`config.mk`:
```
export PLATFORM = sky130hd
export DESIGN_NAME = pct_timer
export DESIGN_NICKNAME = d
export VERILOG_FILES = /design/src/rtl/pct_pkg.sv /design/src/rtl/pct_prescale.sv /design/src/rtl/pct_down.sv /design/src/rtl/pct_regs.sv /design/src/rtl/pct_timer.sv
export SDC_FILE = /design/constraint.sdc
export NUM_CORES = 1
export LEC_CHECK = 0
export BUFFER_PORTS_ARGS = -buffer_cell sky130_fd_sc_hd__buf_2
export CAP_MARGIN = 10
export CORE_MARGIN = 2
export CORE_UTILIZATION = 53
export DETAILED_ROUTE_END_ITERATION = 8
export GPL_TIMING_DRIVEN = 0
export PLACE_DENSITY = 0.76
export SETUP_SLACK_MARGIN = 0.05
export SLEW_MARGIN = 10
export SYNTH_ARGS = -nofsm -noshare
export SYNTH_HDL_FRONTEND = slang
export SYNTH_SLANG_ARGS = --single-unit
```
`constraint.sdc`:
```
create_clock -name clk_i -period 3.2 [get_ports clk_i]
set_input_delay 0.64 -clock clk_i [delete_from_list [all_inputs] [get_ports clk_i]]
set_output_delay 0.64 -clock clk_i [all_outputs]
set_load 0.005 [all_outputs]
```
`src/rtl/pct_pkg.sv`:
```
package pct_pkg;
   // Register byte offsets (decoded in full against the address width)
   localparam int unsigned OFF_RELOAD = 0;
   localparam int unsigned OFF_COUNT  = 4;
   localparam int unsigned OFF_CTRL   = 8;
   localparam int unsigned OFF_STAT   = 12;
   // Control word bit positions
   localparam int unsigned CTRL_EN_BIT   = 0;
   localparam int unsigned CTRL_AUTO_BIT = 1;

   typedef enum logic [2:0] {
      SEL_NONE,
      SEL_RELOAD,
      SEL_COUNT,
      SEL_CTRL,
      SEL_STAT
   } pct_sel_e;
endpackage

```
`src/rtl/pct_prescale.sv`:
```
module pct_prescale #(
   parameter int unsigned PW     = 8,
   parameter bit          BYPASS = 1'b0
) (
   input  logic          clk_i,
   input  logic          rst_i,
   input  logic          run_i,
   input  logic          restart_i,
   input  logic [PW-1:0] div_i,
   output logic          tick_o
);
   generate
      if (BYPASS) begin : g_bypass
         // No divide field: one decrement per enabled cycle
         assign tick_o = run_i && !restart_i;
      end else begin : g_div
         logic [PW-1:0] phase_q;
         logic          at_end;

         assign at_end = (phase_q == div_i);
         assign tick_o = run_i && !restart_i && at_end;

         always_ff @(posedge clk_i) begin
            if (rst_i || restart_i || !run_i) begin
               phase_q <= '0;
            end else if (at_end) begin
               phase_q <= '0;
            end else begin
               phase_q <= phase_q + 1'b1;
            end
         end
      end
   endgenerate
endmodule

```
`src/rtl/pct_down.sv`:
```
module pct_down #(
   parameter int unsigned DATA_W = 32
) (
   input  logic              clk_i,
   input  logic              rst_i,
   input  logic              ld_i,
   input  logic [DATA_W-1:0] ld_val_i,
   input  logic              preload_i,
   input  logic [DATA_W-1:0] reload_i,
   input  logic              tick_i,
   input  logic              auto_i,
   output logic [DATA_W-1:0] cnt_o,
   output logic              expire_o
);
   localparam logic [DATA_W-1:0] ONE = DATA_W'(1);

   logic [DATA_W-1:0] cnt_q;
   logic [DATA_W-1:0] cnt_d;

   // A register write in the same cycle suppresses the expiry
   assign expire_o = tick_i && !ld_i && (cnt_q == ONE);

   always_comb begin
      cnt_d = cnt_q;
      if (ld_i) begin
         cnt_d = ld_val_i;
      end else if (preload_i) begin
         cnt_d = reload_i;
      end else if (expire_o) begin
         cnt_d = auto_i ? reload_i : '0;
      end else if (tick_i) begin
         cnt_d = cnt_q - ONE;
      end
   end

   always_ff @(posedge clk_i) begin
      if (rst_i) cnt_q <= '0;
      else       cnt_q <= cnt_d;
   end

   assign cnt_o = cnt_q;
endmodule

```
`src/rtl/pct_regs.sv`:
```
module pct_regs
   import pct_pkg::*;
#(
   parameter int unsigned DATA_W  = 32,
   parameter int unsigned ADDR_W  = 4,
   parameter int unsigned PRE_LSB = 8,
   parameter int unsigned PRE_W   = 8,
   parameter int unsigned PW      = (PRE_W > 0) ? PRE_W : 1
) (
   input  logic              clk_i,
   input  logic              rst_i,
   input  logic              wr_en_i,
   input  logic [ADDR_W-1:0] addr_i,
   input  logic [DATA_W-1:0] wr_data_i,
   input  logic [DATA_W-1:0] cnt_i,
   input  logic              expire_i,
   output logic [DATA_W-1:0] rd_data_o,
   output logic [DATA_W-1:0] reload_o,
   output logic              en_o,
   output logic              auto_o,
   output logic [PW-1:0]     div_o,
   output logic              wr_cnt_o,
   output logic              en_rise_o,
   output logic              preload_o,
   output logic              stat_o,
   output logic              irq_o
);
   pct_sel_e          sel;
   logic [DATA_W-1:0] reload_q;
   logic [DATA_W-1:0] ctrl_q;
   logic              stat_q;
   logic              stat_d;
   logic              irq_q;
   logic              wr_reload, wr_count, wr_ctrl, wr_stat;

   always_comb begin
      unique case (addr_i)
         ADDR_W'(OFF_RELOAD): sel = SEL_RELOAD;
         ADDR_W'(OFF_COUNT):  sel = SEL_COUNT;
         ADDR_W'(OFF_CTRL):   sel = SEL_CTRL;
         ADDR_W'(OFF_STAT):   sel = SEL_STAT;
         default:             sel = SEL_NONE;
      endcase
   end

   assign wr_reload = wr_en_i && (sel == SEL_RELOAD);
   assign wr_count  = wr_en_i && (sel == SEL_COUNT);
   assign wr_ctrl   = wr_en_i && (sel == SEL_CTRL);
   assign wr_stat   = wr_en_i && (sel == SEL_STAT);

   assign en_o      = ctrl_q[CTRL_EN_BIT];
   assign auto_o    = ctrl_q[CTRL_AUTO_BIT];
   assign wr_cnt_o  = wr_reload || wr_count;
   assign en_rise_o = wr_ctrl && wr_data_i[CTRL_EN_BIT] && !en_o;
   assign preload_o = en_rise_o && wr_data_i[CTRL_AUTO_BIT] && (cnt_i == '0);

   generate
      if (PRE_W > 0) begin : g_div_field
         assign div_o = ctrl_q[PRE_LSB +: PW];
      end else begin : g_no_div
         assign div_o = '0;
      end
   endgenerate

   // Status: expiry sets, a one in bit 0 clears, set wins
   always_comb begin
      stat_d = stat_q;
      if (wr_stat && wr_data_i[0]) stat_d = 1'b0;
      if (expire_i)                stat_d = 1'b1;
   end

   always_ff @(posedge clk_i) begin
      if (rst_i) begin
         reload_q <= '0;
         ctrl_q   <= '0;
         stat_q   <= 1'b0;
         irq_q    <= 1'b0;
      end else begin
         if (wr_reload) reload_q <= wr_data_i;
         if (wr_ctrl)   ctrl_q   <= wr_data_i;
         stat_q <= stat_d;
         irq_q  <= stat_d && !stat_q;
      end
   end

   always_comb begin
      rd_data_o = '0;
      unique case (sel)
         SEL_RELOAD: rd_data_o = reload_q;
         SEL_COUNT:  rd_data_o = (en_o && (cnt_i != '0)) ? cnt_i : '0;
         SEL_CTRL:   rd_data_o = ctrl_q;
         SEL_STAT:   rd_data_o = {{(DATA_W-1){1'b0}}, stat_q};
         default:    rd_data_o = '0;
      endcase
   end

   assign reload_o = reload_q;
   assign stat_o   = stat_q;
   assign irq_o    = irq_q;
endmodule

```
`src/rtl/pct_timer.sv`:
```
module pct_timer #(
   parameter int unsigned DATA_W  = 32,
   parameter int unsigned ADDR_W  = 4,
   parameter int unsigned PRE_LSB = 8,
   parameter int unsigned PRE_W   = 8
) (
   input  logic              clk_i,
   input  logic              rst_i,
   input  logic              wr_en_i,
   input  logic [ADDR_W-1:0] addr_i,
   input  logic [DATA_W-1:0] wr_data_i,
   output logic [DATA_W-1:0] rd_data_o,
   output logic              irq_o
);
   localparam int unsigned PW = (PRE_W > 0) ? PRE_W : 1;

   generate
      if (DATA_W < 16) begin : g_bad_data_w
         $error("pct_timer: DATA_W must be at least 16");
      end
      if (ADDR_W < 4) begin : g_bad_addr_w
         $error("pct_timer: ADDR_W must cover offset 0xC");
      end
      if (PRE_LSB < 2 || PRE_LSB + PRE_W > DATA_W) begin : g_bad_div
         $error("pct_timer: divide field overlaps control bits or exceeds DATA_W");
      end
   endgenerate

   logic [DATA_W-1:0] cnt_q;
   logic [DATA_W-1:0] reload_q;
   logic [PW-1:0]     div;
   logic              en, auto_rl, wr_cnt, en_rise, preload;
   logic              expire, tick, run, stat_q;

   assign run = en && (cnt_q != '0);

   pct_regs #(
      .DATA_W (DATA_W),
      .ADDR_W (ADDR_W),
      .PRE_LSB(PRE_LSB),
      .PRE_W  (PRE_W),
      .PW     (PW)
   ) u_regs (
      .clk_i    (clk_i),
      .rst_i    (rst_i),
      .wr_en_i  (wr_en_i),
      .addr_i   (addr_i),
      .wr_data_i(wr_data_i),
      .cnt_i    (cnt_q),
      .expire_i (expire),
      .rd_data_o(rd_data_o),
      .reload_o (reload_q),
      .en_o     (en),
      .auto_o   (auto_rl),
      .div_o    (div),
      .wr_cnt_o (wr_cnt),
      .en_rise_o(en_rise),
      .preload_o(preload),
      .stat_o   (stat_q),
      .irq_o    (irq_o)
   );

   pct_prescale #(
      .PW    (PW),
      .BYPASS(PRE_W == 0)
   ) u_pre (
      .clk_i    (clk_i),
      .rst_i    (rst_i),
      .run_i    (run),
      .restart_i(wr_cnt || en_rise),
      .div_i    (div),
      .tick_o   (tick)
   );

   pct_down #(
      .DATA_W(DATA_W)
   ) u_down (
      .clk_i    (clk_i),
      .rst_i    (rst_i),
      .ld_i     (wr_cnt),
      .ld_val_i (wr_data_i),
      .preload_i(preload),
      .reload_i (reload_q),
      .tick_i   (tick),
      .auto_i   (auto_rl),
      .cnt_o    (cnt_q),
      .expire_o (expire)
   );
endmodule

```
==> results.md <==
- Status: finished with violations
- Failing checks: setup timing
- Multi-input logic area: around 3500 sq um
- Die H: roughly 110 um
- Util after Layout: 64.2%
- Die width: between 100 and 150 um
- Gr usage total: roughly two fifths
- WS Path Type: reg2out
- Max-cap violations: 0
- Post-synth EDFFs: 0
- Drt initial violations: around 1,200
- Drt total wl: approximately 24,000 um
- Hold Path Cell Cnt: 2
- Endpoints failing hold: 0
- Main synth FF type: dfxtp_1
- Core area: about 11,000 sq um
- CTS Sinks: between 100 and 150
- RSZ-0062 raised after global routing: yes
- Routability cong.: 1.05
- Seq/Total Area, Yosys: between 30% and 40%
- Initial Util: between 50% and 60%
- # setup viols final: 31
- H-tree depth: 3
- #FFs+latches synth: 106
- Clock latency at the later pin of the worst-skew pair: 410 ps
- Die area: roughly 12,000 sq um
- Post-DP HPWL: between 15,000 and 20,000 um
- Slew @ Worst Pin: approximately 820 ps
- Via count: 6,701
- Via density: 6.67
- Layout cells sized above 1: roughly a fifth
- Hold WC Path Type: reg2reg
- Clock power share: roughly 29%
- Count leader, synth: nand2_1
- Top post-synthesis cells by area: dfxtp_1 36%, nand2_1 9.6%, a21oi_1 6.2%
- DR pass1 iterations: 9
- Int Pwr: between 2000 and 2500 uW
- Syn avg cell area: 7.68 sq um
- # DRC: 0
- Antenna cells: 0
- Port-buffer cells: just over 70
- Final Cell Area: 6960 sq um
- CTS Buf Count: 9
- TritonCTS clock tree: built
- ANT nets after route: 0
- Sequential share of power: around 45%
- Leak Pwr: 0.00286 uW
- Vias in the first global route: 6,180
- Cell taking the most area after synthesis: dfxtp_1
- Row count: 38
- Worst vdd ir: around 0.0005 V
- Yosys warns: 0
- Kind of end point of the critical path: primary output
- Final Cycle Share: 104%
- Sw power: between 1000 and 1500 uW
- CP required: about 2600 ps
- CP Launch Type: flip-flop
- Largest net degree at the start of global routing: 18
- Tmin final: around 3300 ps
- Area share of the largest cell type after synthesis: 36.0%
- NumNets Final: 902
- Netlist Area Pre-Place: between 5000 and 6000 sq um
- Register area: 2130 sq um
- FILL cells: a little under 1,000
- Gate power share: a little over a quarter
- Worst Path Max Fanout: 7
- Max clock buf depth: 2
- Initial antenna violation count: 0
- Final Max Tran Viols: 0
- Ys async rst share: 0%
- CTS root buffer: clkbuf_8
- Yosys cell types: 70
- Placed cell areas: about 6400 sq um
- Sw Share: roughly 34%
- Mean routed wirelength per cell: 23.9 um
- Synth Net Count: 810
- P&R area growth vs syn: 18.1%
- Worst-case reg-to-reg path depth: 8
- Relative slew slack: approximately 45%
- FMAX: ~300 MHz
- IO Count: 72
- Cell count after synthesis: 768
- Post-route setup slack: -115 ps
- Data arrival time of the worst path: about 2700 ps
- First-pass GRT wire length: 35,600 um
- Fin Clk Skew: between 10 and 15 ps
- GR Overflow Total: 0
- P per Cell Area: between 400 and 500 nW/um^2
- Commonest cells in the netlist: 150 x nand2_1, 106 x dfxtp_1, 73 x a21oi_1
- Clock-pin slew of the registers on the worst-case setup and hold paths: 100 ps
## placed cells by master (no fill, tap or decap), types with 7 or more instances in the layout
| master | count |
|---|---|
| a31oi_1 | 7 |
| nor4_4 | 8 |
| nand3_1 | 17 |
| a222oi_1 | 31 |
| o21ai_0 | 13 |
| or3_1 | 9 |
| a21oi_1 | 73 |
| nor4_1 | 7 |
| nor3_1 | 16 |
| buf_4 | 12 |
| xor2_1 | 15 |
| o22ai_1 | 9 |
| clkbuf_8 | 10 |
| inv_1 | 43 |
| clkbuf_1 | 41 |
| xnor2_1 | 17 |
| a32oi_1 | 9 |
| dfxtp_1 | 99 |
| nor2_1 | 48 |
| buf_2 | 79 |
| and3_1 | 16 |
| nand2_1 | 150 |
## power groups by stage
stage                     Sequential, uW  Combinational, uW  Clock [uW]
final                               1390                818         894
after global routing                1390                866         947
after CTS                           1380                770         898
after detailed placement            1410                707           0
after global placement              1410                696           0
after floorplan                     1400                500           0
## worst max-delay path, cell delays in order, from the launching register on
cell      delay [ps]
dfxtp_2          380
or4_4            560
nor4_4           270
nand3_2          140
and4_4           270
buf_12           160
a222oi_1         290
inv_1             70
buf_2            130
## layer usage
metal	track usage, %	share of wire (%)	vias to the layer above
met5	0	0	-
met4	17.7	4.2	0
met3	11.7	13	81
met2	61.5	43	491
met1	53.5	40	3141
li1	-	-	2988
## worst paths after layout
check	from	to	slack [ps]
worst max-delay path	u_down.cnt_o[21]	rd_data_o[14]	-120
worst min register to register	u_regs.ctrl_q[21]	u_regs.ctrl_q[21]	460
worst min-delay path	u_regs.ctrl_q[21]	u_regs.ctrl_q[21]	460
worst max register to register	u_down.cnt_o[21]	u_down.cnt_o[7]	140
## kinds of logic after synthesis
family / synth area share [%]
buf+inv: 7.36
mux: 0.170
compound gates: 25.4
flops: 36.0
xor+xnor: 4.75
simple gates: 25.6
fa+ha+maj: 0.637
## metrics by stage
stage / TNS [ps] / hold WS, ps / std cells / setup WS [ps] / total power [uW]
after floorplan: 0 / 417 / 768 / 119 / 1900
after global placement: -44020 / 432 / 979 / -846 / 2100
after detailed placement: -27620 / 442 / 979 / -724 / 2120
after CTS: -1370 / 463 / 1004 / -81.0 / 3050
after global routing: -5770 / 477 / 1005 / -286 / 3200
final: -1620 / 464 / 1005 / -115 / 3100
## sequential cells by signal, summed over array words and instances (netlist names)
register,flops
u_pre.g_div.phase_q,8
u_regs.stat_o,1
u_regs.ctrl_q,32
u_down.cnt_o,32
u_regs.irq_o,1
u_regs.reload_o,32
## cell type report
cell class / count / share of cell area [%]
Inverter: 43 / 2.32
Clock inverter: 5 / 0.881
Tap cell: 140 / 2.52
Buffer: 60 / 4.40
Sequential cell: 106 / 30.6
Timing Repair Buffer: 85 / 6.96
Clock buffer: 11 / 2.03
Multi-Input combinational cell: 555 / 50.3
## timing repair
action	4_1_cts	5_1_grt
gates cloned	2	0
resized for setup	45	12
endpoints found under the setup margin	60	54
buffers inserted	10	2
hold buffers	0	0
pin swaps	28	16
Power figures use the tool's default switching activity.
